$ cat config.mk
export PLATFORM = sky130hd
export DESIGN_NAME = tape_mode_seq
export DESIGN_NICKNAME = d
export VERILOG_FILES = /design/src/rtl/tms_pkg.sv /design/src/rtl/tms_seg_timer.sv /design/src/rtl/tms_req_latch.sv /design/src/rtl/tms_commit_ctl.sv /design/src/rtl/tape_mode_seq.sv
export SDC_FILE = /design/constraint.sdc
export NUM_CORES = 1
export LEC_CHECK = 0
export BUFFER_PORTS_ARGS = -buffer_cell sky130_fd_sc_hd__buf_2
export CORE_AREA = 2 2 50 52
export CTS_CLUSTER_DIAMETER = 30
export DETAILED_ROUTE_END_ITERATION = 7
export DIE_AREA = 0 0 52 54
export HOLD_SLACK_MARGIN = 0.03
export PLACE_DENSITY = 0.82
export SETUP_SLACK_MARGIN = 0.2
export SLEW_MARGIN = 20
export SYNTH_ARGS = -nofsm -noshare
export SYNTH_HDL_FRONTEND = slang
export SYNTH_SLANG_ARGS = --single-unit
$ cat constraint.sdc
create_clock -name clk -period 2.6 [get_ports clk]
set_input_delay 0.39 -clock clk [delete_from_list [all_inputs] [get_ports clk]]
set_output_delay 0.39 -clock clk [all_outputs]
set_load 0.05 [all_outputs]
$ cat src/rtl/tms_pkg.sv
// Package: shared mode encoding and the transition legality rule for the
// tape mode sequencer. Assumes mode code 3 is never a valid mode.
package tms_pkg;

    typedef enum logic [1:0] {
        TM_PLAY     = 2'd0,
        TM_REC_FULL = 2'd1,
        TM_REC_AUX  = 2'd2,
        TM_BAD      = 2'd3
    } tm_mode_e;

    // True when moving from cur to nxt is a permitted transition.
    function automatic logic tm_step_ok(input tm_mode_e cur, input tm_mode_e nxt);
        logic ok;
        ok = 1'b0;
        if (nxt != TM_BAD && nxt != cur) begin
            ok = (cur == TM_PLAY) || (nxt == TM_PLAY);
        end
        return ok;
    endfunction

endpackage

$ cat src/rtl/tms_seg_timer.sv
// Segment timer: counts SEG_CYCLES clocks per segment and steps a 2-bit
// segment index. A force_zero request, valid only on a segment end,
// sends the index to 0 instead of advancing it.
// Assumes SEG_CYCLES >= 2.
module tms_seg_timer #(
    parameter int SEG_CYCLES = 8
) (
    input  logic       clk,
    input  logic       rst_n,
    input  logic       force_zero,
    output logic [1:0] seg_o,
    output logic       seg_end_o
);
    localparam int CW = (SEG_CYCLES > 2) ? $clog2(SEG_CYCLES) : 1;
    localparam logic [CW-1:0] LAST = CW'(SEG_CYCLES - 1);

    logic [CW-1:0] cyc_q;
    logic [1:0]    seg_q;

    // Marks the last cycle of the current segment.
    assign seg_end_o = (cyc_q == LAST);
    assign seg_o     = seg_q;

    // Cycle counter inside a segment.
    always_ff @(posedge clk) begin
        if (!rst_n)          cyc_q <= '0;
        else if (seg_end_o)  cyc_q <= '0;
        else                 cyc_q <= cyc_q + 1'b1;
    end

    // Segment index, advanced or forced to zero at each segment end.
    always_ff @(posedge clk) begin
        if (!rst_n)                       seg_q <= 2'd0;
        else if (seg_end_o && force_zero) seg_q <= 2'd0;
        else if (seg_end_o)               seg_q <= seg_q + 2'd1;
    end

    // normal step on a segment end
    a_r2_seg_step: assert property (@(posedge clk) disable iff (!rst_n)
        (seg_end_o && !force_zero) |=> (seg_q == $past(seg_q) + 2'd1));
    // segment index holds between ends
    a_r2_seg_hold: assert property (@(posedge clk) disable iff (!rst_n)
        !seg_end_o |=> $stable(seg_q));
    // forced return to segment 0
    a_r11_force_zero: assert property (@(posedge clk) disable iff (!rst_n)
        (seg_end_o && force_zero) |=> (seg_q == 2'd0));

endmodule

$ cat src/rtl/tms_req_latch.sv
// Request latch: screens host requests against the mode that will be in
// effect after this edge, keeps the newest legal one as pending until it
// commits, and keeps a sticky error bit for rejected requests.
// Assumes commit is only raised while a request is pending.
module tms_req_latch
    import tms_pkg::*;
(
    input  logic       clk,
    input  logic       rst_n,
    input  logic       req_valid,
    input  logic [1:0] req_mode,
    input  logic       err_clr,
    input  tm_mode_e   mode_next,
    input  logic       commit,
    output logic       pend_valid_o,
    output tm_mode_e   pend_mode_o,
    output logic       err_o
);
    logic     legal;
    logic     reject;
    tm_mode_e req_e;
    logic     pend_valid_q;
    tm_mode_e pend_mode_q;
    logic     err_q;

    // Classify the incoming request.
    always_comb begin
        req_e  = tm_mode_e'(req_mode);
        legal  = req_valid && tm_step_ok(mode_next, req_e);
        reject = req_valid && !legal;
    end

    // Pending request: newest legal request wins, a commit consumes it.
    always_ff @(posedge clk) begin
        if (!rst_n) begin
            pend_valid_q <= 1'b0;
            pend_mode_q  <= TM_PLAY;
        end else if (legal) begin
            pend_valid_q <= 1'b1;
            pend_mode_q  <= req_e;
        end else if (commit) begin
            pend_valid_q <= 1'b0;
        end
    end

    // Sticky error bit: setting has priority over clearing.
    always_ff @(posedge clk) begin
        if (!rst_n)       err_q <= 1'b0;
        else if (reject)  err_q <= 1'b1;
        else if (err_clr) err_q <= 1'b0;
    end

    assign pend_valid_o = pend_valid_q;
    assign pend_mode_o  = pend_mode_q;
    assign err_o        = err_q;

    // code 3 is always rejected
    a_r3_bad_code: assert property (@(posedge clk) disable iff (!rst_n)
        (req_valid && req_mode == 2'd3) |=> err_q);
    // error bit survives without a clear
    a_r3_err_sticky: assert property (@(posedge clk) disable iff (!rst_n)
        (err_q && !err_clr) |=> err_q);
    // a pending request never holds an invalid code
    a_r4_pend_valid_code: assert property (@(posedge clk) disable iff (!rst_n)
        pend_valid_q |-> (pend_mode_q != TM_BAD));

endmodule

$ cat src/rtl/tms_commit_ctl.sv
// Commit controller: decides at which segment end a pending request takes
// effect, holds the committed mode, delays the write enables by counted
// segment events and times the resync flag.
// Assumes seg_end is high for exactly one cycle per segment.
module tms_commit_ctl
    import tms_pkg::*;
#(
    parameter int MAIN_LEAD   = 2,
    parameter int AUX_LEAD    = 1,
    parameter int RESYNC_SEGS = 5
) (
    input  logic       clk,
    input  logic       rst_n,
    input  logic [1:0] seg,
    input  logic       seg_end,
    input  logic       pend_valid,
    input  tm_mode_e   pend_mode,
    output logic       commit_o,
    output tm_mode_e   mode_next_o,
    output tm_mode_e   mode_o,
    output logic       force_zero_o,
    output logic       wr_main_o,
    output logic       wr_aux_o,
    output logic       resync_o
);
    localparam int LEAD_MAX = (MAIN_LEAD > AUX_LEAD) ? MAIN_LEAD : AUX_LEAD;
    localparam int EW       = $clog2(LEAD_MAX + 1) + 1;
    localparam int RW       = $clog2(RESYNC_SEGS + 1) + 1;

    tm_mode_e      mode_q;
    logic          wait_q;
    logic [EW-1:0] ev_q;
    logic [EW-1:0] need;
    logic          wr_main_q;
    logic          wr_aux_q;
    logic [RW-1:0] rs_q;
    logic          at_bound;

    // Boundary rule per transition.
    always_comb begin
        at_bound = 1'b0;
        case (mode_q)
            TM_PLAY: begin
                if (pend_mode == TM_REC_FULL)     at_bound = 1'b1;
                else if (pend_mode == TM_REC_AUX) at_bound = (seg == 2'd2);
            end
            TM_REC_FULL, TM_REC_AUX: at_bound = (pend_mode == TM_PLAY) && (seg == 2'd0);
            default: at_bound = 1'b0;
        endcase
    end

    // Commit strobe, next mode and forced segment reset.
    always_comb begin
        commit_o     = pend_valid && seg_end && at_bound;
        mode_next_o  = commit_o ? pend_mode : mode_q;
        force_zero_o = commit_o && (mode_q == TM_REC_FULL);
        need         = (mode_q == TM_REC_FULL) ? EW'(MAIN_LEAD) : EW'(AUX_LEAD);
    end

    // Mode register, delayed write start and immediate write stop.
    always_ff @(posedge clk) begin
        if (!rst_n) begin
            mode_q    <= TM_PLAY;
            wait_q    <= 1'b0;
            ev_q      <= '0;
            wr_main_q <= 1'b0;
            wr_aux_q  <= 1'b0;
        end else if (commit_o) begin
            mode_q <= pend_mode;
            ev_q   <= '0;
            if (pend_mode == TM_PLAY) begin
                wait_q    <= 1'b0;
                wr_main_q <= 1'b0;
                wr_aux_q  <= 1'b0;
            end else begin
                wait_q <= 1'b1;
            end
        end else if (wait_q && seg_end) begin
            if (seg == 2'd3 && ev_q < need) begin
                ev_q <= ev_q + 1'b1;
            end
            if (seg == 2'd0 && ev_q >= need) begin
                wait_q    <= 1'b0;
                wr_aux_q  <= 1'b1;
                wr_main_q <= (mode_q == TM_REC_FULL);
            end
        end
    end

    // Resync window counted in segment ends.
    always_ff @(posedge clk) begin
        if (!rst_n)                        rs_q <= '0;
        else if (force_zero_o)             rs_q <= RW'(RESYNC_SEGS);
        else if (seg_end && rs_q != '0)    rs_q <= rs_q - 1'b1;
    end

    assign mode_o    = mode_q;
    assign wr_main_o = wr_main_q;
    assign wr_aux_o  = wr_aux_q;
    assign resync_o  = (rs_q != '0);

    // a change into play only happens at the end of segment 0
    a_r7_play_at_seg0: assert property (@(posedge clk) disable iff (!rst_n)
        (mode_q == TM_PLAY && $past(mode_q) != TM_PLAY) |-> ($past(seg) == 2'd0 && $past(seg_end)));
    // play to aux-only only at the end of segment 2
    a_r6_aux_at_seg2: assert property (@(posedge clk) disable iff (!rst_n)
        (mode_q == TM_REC_AUX && $past(mode_q) == TM_PLAY) |-> ($past(seg) == 2'd2 && $past(seg_end)));
    // in play no write enable is high
    a_r10_no_write_in_play: assert property (@(posedge clk) disable iff (!rst_n)
        (mode_q == TM_PLAY) |-> (!wr_main_q && !wr_aux_q));
    // main writing only in full record mode
    a_r8_main_only_full: assert property (@(posedge clk) disable iff (!rst_n)
        wr_main_q |-> (mode_q == TM_REC_FULL && wr_aux_q));
    // writing starts only at the start of segment 1
    a_r9_start_at_seg1: assert property (@(posedge clk) disable iff (!rst_n)
        $rose(wr_aux_q) |-> (seg == 2'd1));
    // resync rises only on leaving full record mode
    a_r12_resync_rise: assert property (@(posedge clk) disable iff (!rst_n)
        $rose(resync_o) |-> ($past(mode_q) == TM_REC_FULL && mode_q == TM_PLAY));

endmodule

$ cat src/rtl/tape_mode_seq.sv
// Top: tape mode sequencer. Joins the segment timer, request latch and
// commit controller. Assumes the host holds req_valid for one cycle per
// request and that SEG_CYCLES >= 2.
module tape_mode_seq #(
    parameter int SEG_CYCLES  = 8,
    parameter int MAIN_LEAD   = 2,
    parameter int AUX_LEAD    = 1,
    parameter int RESYNC_SEGS = 5
) (
    input  logic       clk,
    input  logic       rst_n,
    input  logic       req_valid,
    input  logic [1:0] req_mode,
    input  logic       err_clr,
    output logic [1:0] mode,
    output logic [1:0] seg,
    output logic       wr_main,
    output logic       wr_aux,
    output logic       resync,
    output logic       req_err
);
    import tms_pkg::*;

    logic     seg_end;
    logic     force_zero;
    logic     commit;
    logic     pend_valid;
    tm_mode_e pend_mode;
    tm_mode_e mode_next;
    tm_mode_e mode_cur;

    tms_seg_timer #(.SEG_CYCLES(SEG_CYCLES)) u_timer (
        .clk        (clk),
        .rst_n      (rst_n),
        .force_zero (force_zero),
        .seg_o      (seg),
        .seg_end_o  (seg_end)
    );

    tms_req_latch u_req (
        .clk          (clk),
        .rst_n        (rst_n),
        .req_valid    (req_valid),
        .req_mode     (req_mode),
        .err_clr      (err_clr),
        .mode_next    (mode_next),
        .commit       (commit),
        .pend_valid_o (pend_valid),
        .pend_mode_o  (pend_mode),
        .err_o        (req_err)
    );

    tms_commit_ctl #(
        .MAIN_LEAD   (MAIN_LEAD),
        .AUX_LEAD    (AUX_LEAD),
        .RESYNC_SEGS (RESYNC_SEGS)
    ) u_ctl (
        .clk          (clk),
        .rst_n        (rst_n),
        .seg          (seg),
        .seg_end      (seg_end),
        .pend_valid   (pend_valid),
        .pend_mode    (pend_mode),
        .commit_o     (commit),
        .mode_next_o  (mode_next),
        .mode_o       (mode_cur),
        .force_zero_o (force_zero),
        .wr_main_o    (wr_main),
        .wr_aux_o     (wr_aux),
        .resync_o     (resync)
    );

    assign mode = mode_cur;

    // committed mode never holds the invalid code
    a_r5_mode_code: assert property (@(posedge clk) disable iff (!rst_n)
        mode != 2'd3);

endmodule

==> results.md <==
STA:
- Clock skew on the completed layout was measured at 0.00748 ns.
- The routed design could run at a clock period as short as 2.14 ns.
- The smallest hold slack is 0.416 ns.
- Setup repair after global routing left no endpoint under its margin.
- The total count of max-transition violations in the final report is 0.
- The actual transition at the worst max-transition pin is 0.556 ns.
- Setup violations remaining at the end of the flow were counted as 0.
- The max-slew headroom at the worst pin is 62.9%.
- The number of hold violations in the final report came to 0.
- Summed over all failing endpoints, the final setup total negative slack is 0 ns.
- The maximum achievable frequency is 0.467 GHz.
- The part of the cycle the worst path needs is 82.4%.

Floorplan:
- The width of the die is 52 microns.
- The initialized floorplan defines 18 standard-cell rows.
- The total area inside the core boundary comes to 2320 sq um.
- The floorplan step defined a die boundary enclosing 2810 sq um.
- The y dimension of the die is 54 microns.
- The initial utilization of the core area, before any placement, comes to 51.1%.
- In this run the count of I/O pins placed on the die edge is 14.

Clock network:
- TritonCTS built the clock tree.
- The number of buffers inserted for hold repair after clock tree synthesis is 0.
- The level count of the clock H-tree is 1.
- After clock tree synthesis, the clock-pin slew on the worst setup and hold paths is 0.11 ns.
- Gates resized during post-CTS repair numbered 0.
- The longest clock path from root to sink contains 2 buffers.
- Buffers inserted during clock tree synthesis total 3.
- Counting every sink on the clock net gives 21.
- CTS placed an instance of sky130_fd_sc_hd__clkbuf_4 at the clock tree root.
- The clock insertion delay at the later pin of the skew report is 0.30 ns.
- The post-CTS setup buffer count is 0.

Synth:
- After synthesis, flip-flops and latches occupy 35.5% of the total area.
- The count of flip-flops with a built-in enable after synthesis is 0.
- For this run, the leading register cell type out of synthesis is sky130_fd_sc_hd__dfxtp_1.
- In the synthesized netlist, the cells that appear most often are sky130_fd_sc_hd__dfxtp_1 (21), sky130_fd_sc_hd__ha_1 (13), sky130_fd_sc_hd__nor2_1 (12).
- The share of the synthesized area in the top cell type is 35.5%.
- The post-synthesis average cell area is 9.04 sq um.
- The share of async-settable or async-resettable flops after synthesis is 0%.
- The total standard cell area after synthesis is 1180 sq um.
- By area the synthesized netlist is led by sky130_fd_sc_hd__dfxtp_1 (35%), sky130_fd_sc_hd__ha_1 (14%), sky130_fd_sc_hd__nor2_1 (3.8%).
- The leading area contributor after synthesis is sky130_fd_sc_hd__dfxtp_1.
- The number of standard cells after synthesis is 131.
- When the netlist entered floorplanning its net count stood at 150.
- For this run, the number of Yosys warnings is 0.
- The count of different cell masters after synthesis is 41.
- Synthesis inferred 21 register bits.
- Yosys instantiated no cell more often than sky130_fd_sc_hd__dfxtp_1.

Global route:
- The number of antenna violations at the first check in global routing is 0.
- The via count of the first global-routing pass is 865.
- Summed over all layers, the global routing overflow is 0.
- Entering global routing, the biggest net connects 22 pins.
- Across every metal layer, demand over resource in global routing totals 17.4%.
- The global-route wire length before repair is 3.67 mm.

Outcome:
- The flow ran to the end, and the final reports show no timing, DRC or antenna violations.

Layout:
- In the final layout, the share of cells above drive strength 1 is 15.9%.
- The area added between synthesis and finish is 9.61%.
- The final standard cell count with taps included and fillers excluded is 175.
- The final net count is 165.
- The count of antenna diodes in the layout is 0.

Power and ir drop:
- The switching share of power is 23.4%.
- The clock network burns 28.6% of the power.
- Internal power comes to 0.410 mW.
- The sequential power share is 63.3%.
- The analysis attributes to cell leakage a power of 0.534 nW.
- The power density of the placed cells is 412 nW/um^2.
- IR analysis of the VDD net gives a maximum drop of 0.000292 V.
- In this run, the combinational gates consume 8.1% of the power.
- The analysis attributes to net switching a power of 0.125 mW.

Route:
- The total routed wirelength is 2.22 mm.
- After detailed routing, the number of remaining DRC violations is 0.
- The DRC marker count from the first detailed-route iteration is 13.
- The routed layout has 952 vias.
- The average vias per placed instance is 5.44.
- The count of nets left with antenna violations once routing finished came out at 0.
- Dividing the detail-routed wire length by the instance count gives 12.7 microns.
- The first detailed-routing pass took 4 iterations.

Critical path:
- Walking the worst path, the cells encountered are inv_1, ha_1, nand4bb_1, a2bb2oi_1, or2_1, or4b_4, o2111ai_2.
- The arrival time at the worst endpoint is 2.37 ns.
- The peak per-stage delay on the critical path is 0.56 ns.
- The critical path is of the flop to flop type.
- Along the worst path, the maximum fanout reaches 8.
- The standard cell with the maximum stage delay on the critical path is sky130_fd_sc_hd__or4b_4.
- STA classifies the critical path startpoint as a flop.
- The worst setup path is captured at a flop.
- At the worst endpoint, the required time is 2.83 ns.

Placement:
- Detailed placement finished with a half-perimeter wire length of 1.69 mm.
- The count of port buffers added during placement is 13.
- Once placement completed, the tool counted placed cells totaling 171.
- The routability congestion estimate is 0.837.

Job:
- The max capacitance violation total is 0.

Hold path:
- The path type of the worst min-delay path is input port to flop.
per-layer routing:
layer  GRT usage, %  up-vias  routed length (microns)
li1               -      492                        -
met1           22.3      445                     1050
met2           28.7       13                     1090
met3           3.33        2                       59
met4           7.02        0                       20
met5              0        -                        0
state kept, by name, summed over array words and instances, names as in the netlist:
name / flops
u_ctl.wait_q: 1
u_timer.cyc_q: 3
u_ctl.rs_q: 4
u_timer.seg_o: 2
u_ctl.wr_aux_o: 1
u_ctl.mode_o: 2
u_ctl.wr_main_o: 1
u_req.err_o: 1
u_req.pend_mode_o: 2
u_ctl.ev_q: 3
u_req.pend_valid_o: 1
power by group through the flow:
stage | sequential [mW] | clock (mW) | combinational (mW)
2_1_floorplan | 0.348 | 0 | 0.0288
3_3_place_gp | 0.345 | 0 | 0.0420
3_5_place_dp | 0.346 | 0 | 0.0436
4_1_cts | 0.339 | 0.161 | 0.0437
5_1_grt | 0.340 | 0.171 | 0.0489
6_report | 0.339 | 0.153 | 0.0436
worst max-delay path: cells and delay by family (launching register included):
family	cells	cell delay [ns]
AO/OA/AOI/OAI	2	0.27
adder cells (fa/ha/maj)	1	0.28
buffers and inverters	1	0.09
flip-flops	1	0.40
AND/OR/NAND/NOR	3	1.03
metrics by stage:
step | setup WS (ns) | total power [mW] | util [%] | cell area, sq um
after floorplan | 0.211 | 0.376 | - | 1180
after global placement | 0.582 | 0.387 | 54.9 | 1270
after detailed placement | 0.491 | 0.390 | 54.9 | 1270
after CTS | 0.460 | 0.543 | 56.0 | 1300
after global routing | 0.346 | 0.560 | 56.0 | 1300
final | 0.458 | 0.535 | 56.0 | 1300
logic make-up after synthesis:
| group | after synthesis | share of synthesized area [%] |
|---|---|---|
| compound gates | 24 | 14.7 |
| buf+inv | 15 | 5.70 |
| xor+xnor | 4 | 2.96 |
| fa+ha+maj | 13 | 13.7 |
| flops | 21 | 35.5 |
| simple gates | 52 | 25.8 |
| mux | 2 | 1.69 |
cells in the final DEF (no fill, tap or decap), types with 2 or more instances in the layout:
cell | Yosys | final
sky130_fd_sc_hd__dfxtp_1 | 21 | 21
sky130_fd_sc_hd__ha_1 | 13 | 13
sky130_fd_sc_hd__buf_2 | 0 | 13
sky130_fd_sc_hd__nor2_1 | 12 | 12
sky130_fd_sc_hd__inv_1 | 10 | 10
sky130_fd_sc_hd__nand2_1 | 7 | 7
sky130_fd_sc_hd__nand2b_1 | 5 | 5
sky130_fd_sc_hd__a21oi_1 | 5 | 5
sky130_fd_sc_hd__o21ai_0 | 4 | 4
sky130_fd_sc_hd__nor2b_1 | 4 | 4
sky130_fd_sc_hd__xnor2_1 | 3 | 3
sky130_fd_sc_hd__a21boi_0 | 3 | 3
sky130_fd_sc_hd__o211ai_1 | 3 | 3
sky130_fd_sc_hd__clkbuf_4 | 0 | 3
sky130_fd_sc_hd__nand3b_1 | 2 | 2
sky130_fd_sc_hd__and2_1 | 2 | 2
sky130_fd_sc_hd__a211oi_1 | 2 | 2
sky130_fd_sc_hd__and3b_1 | 2 | 2
sky130_fd_sc_hd__nor4_1 | 2 | 2
sky130_fd_sc_hd__nor3_1 | 2 | 2
sky130_fd_sc_hd__nand4_1 | 2 | 2
sky130_fd_sc_hd__nand3_1 | 2 | 2
sky130_fd_sc_hd__a31oi_1 | 2 | 2
sky130_fd_sc_hd__mux2i_1 | 2 | 2
sky130_fd_sc_hd__buf_4 | 1 | 2
path summary, 6_finish.rpt:
path                                                  start                                end  slack, ns  depth (start not counted)
worst max-delay path             u_ctl.mode_o[0]$_SDFF_PN0_  u_req.pend_mode_o[0]$_SDFFE_PN0P_       0.46                          7
worst min-delay path                            req_mode[0]  u_req.pend_mode_o[1]$_SDFFE_PN0P_       0.42                          3
worst max register to register   u_ctl.mode_o[0]$_SDFF_PN0_  u_req.pend_mode_o[0]$_SDFFE_PN0P_       0.46                          7
worst min register to register  u_timer.cyc_q[0]$_SDFF_PP0_        u_timer.cyc_q[0]$_SDFF_PP0_       0.43                          1
final cells by class:
cell class                 count  area (sq um)
timing repair buffer          15          80.1
sequential                    21           420
fill                         206          1020
inverter                      10          37.5
tap                           30          37.5
multi-input combinational     95           697
clock buffer                   4          26.3
Note: power is estimated with default switching activity, not from simulation.
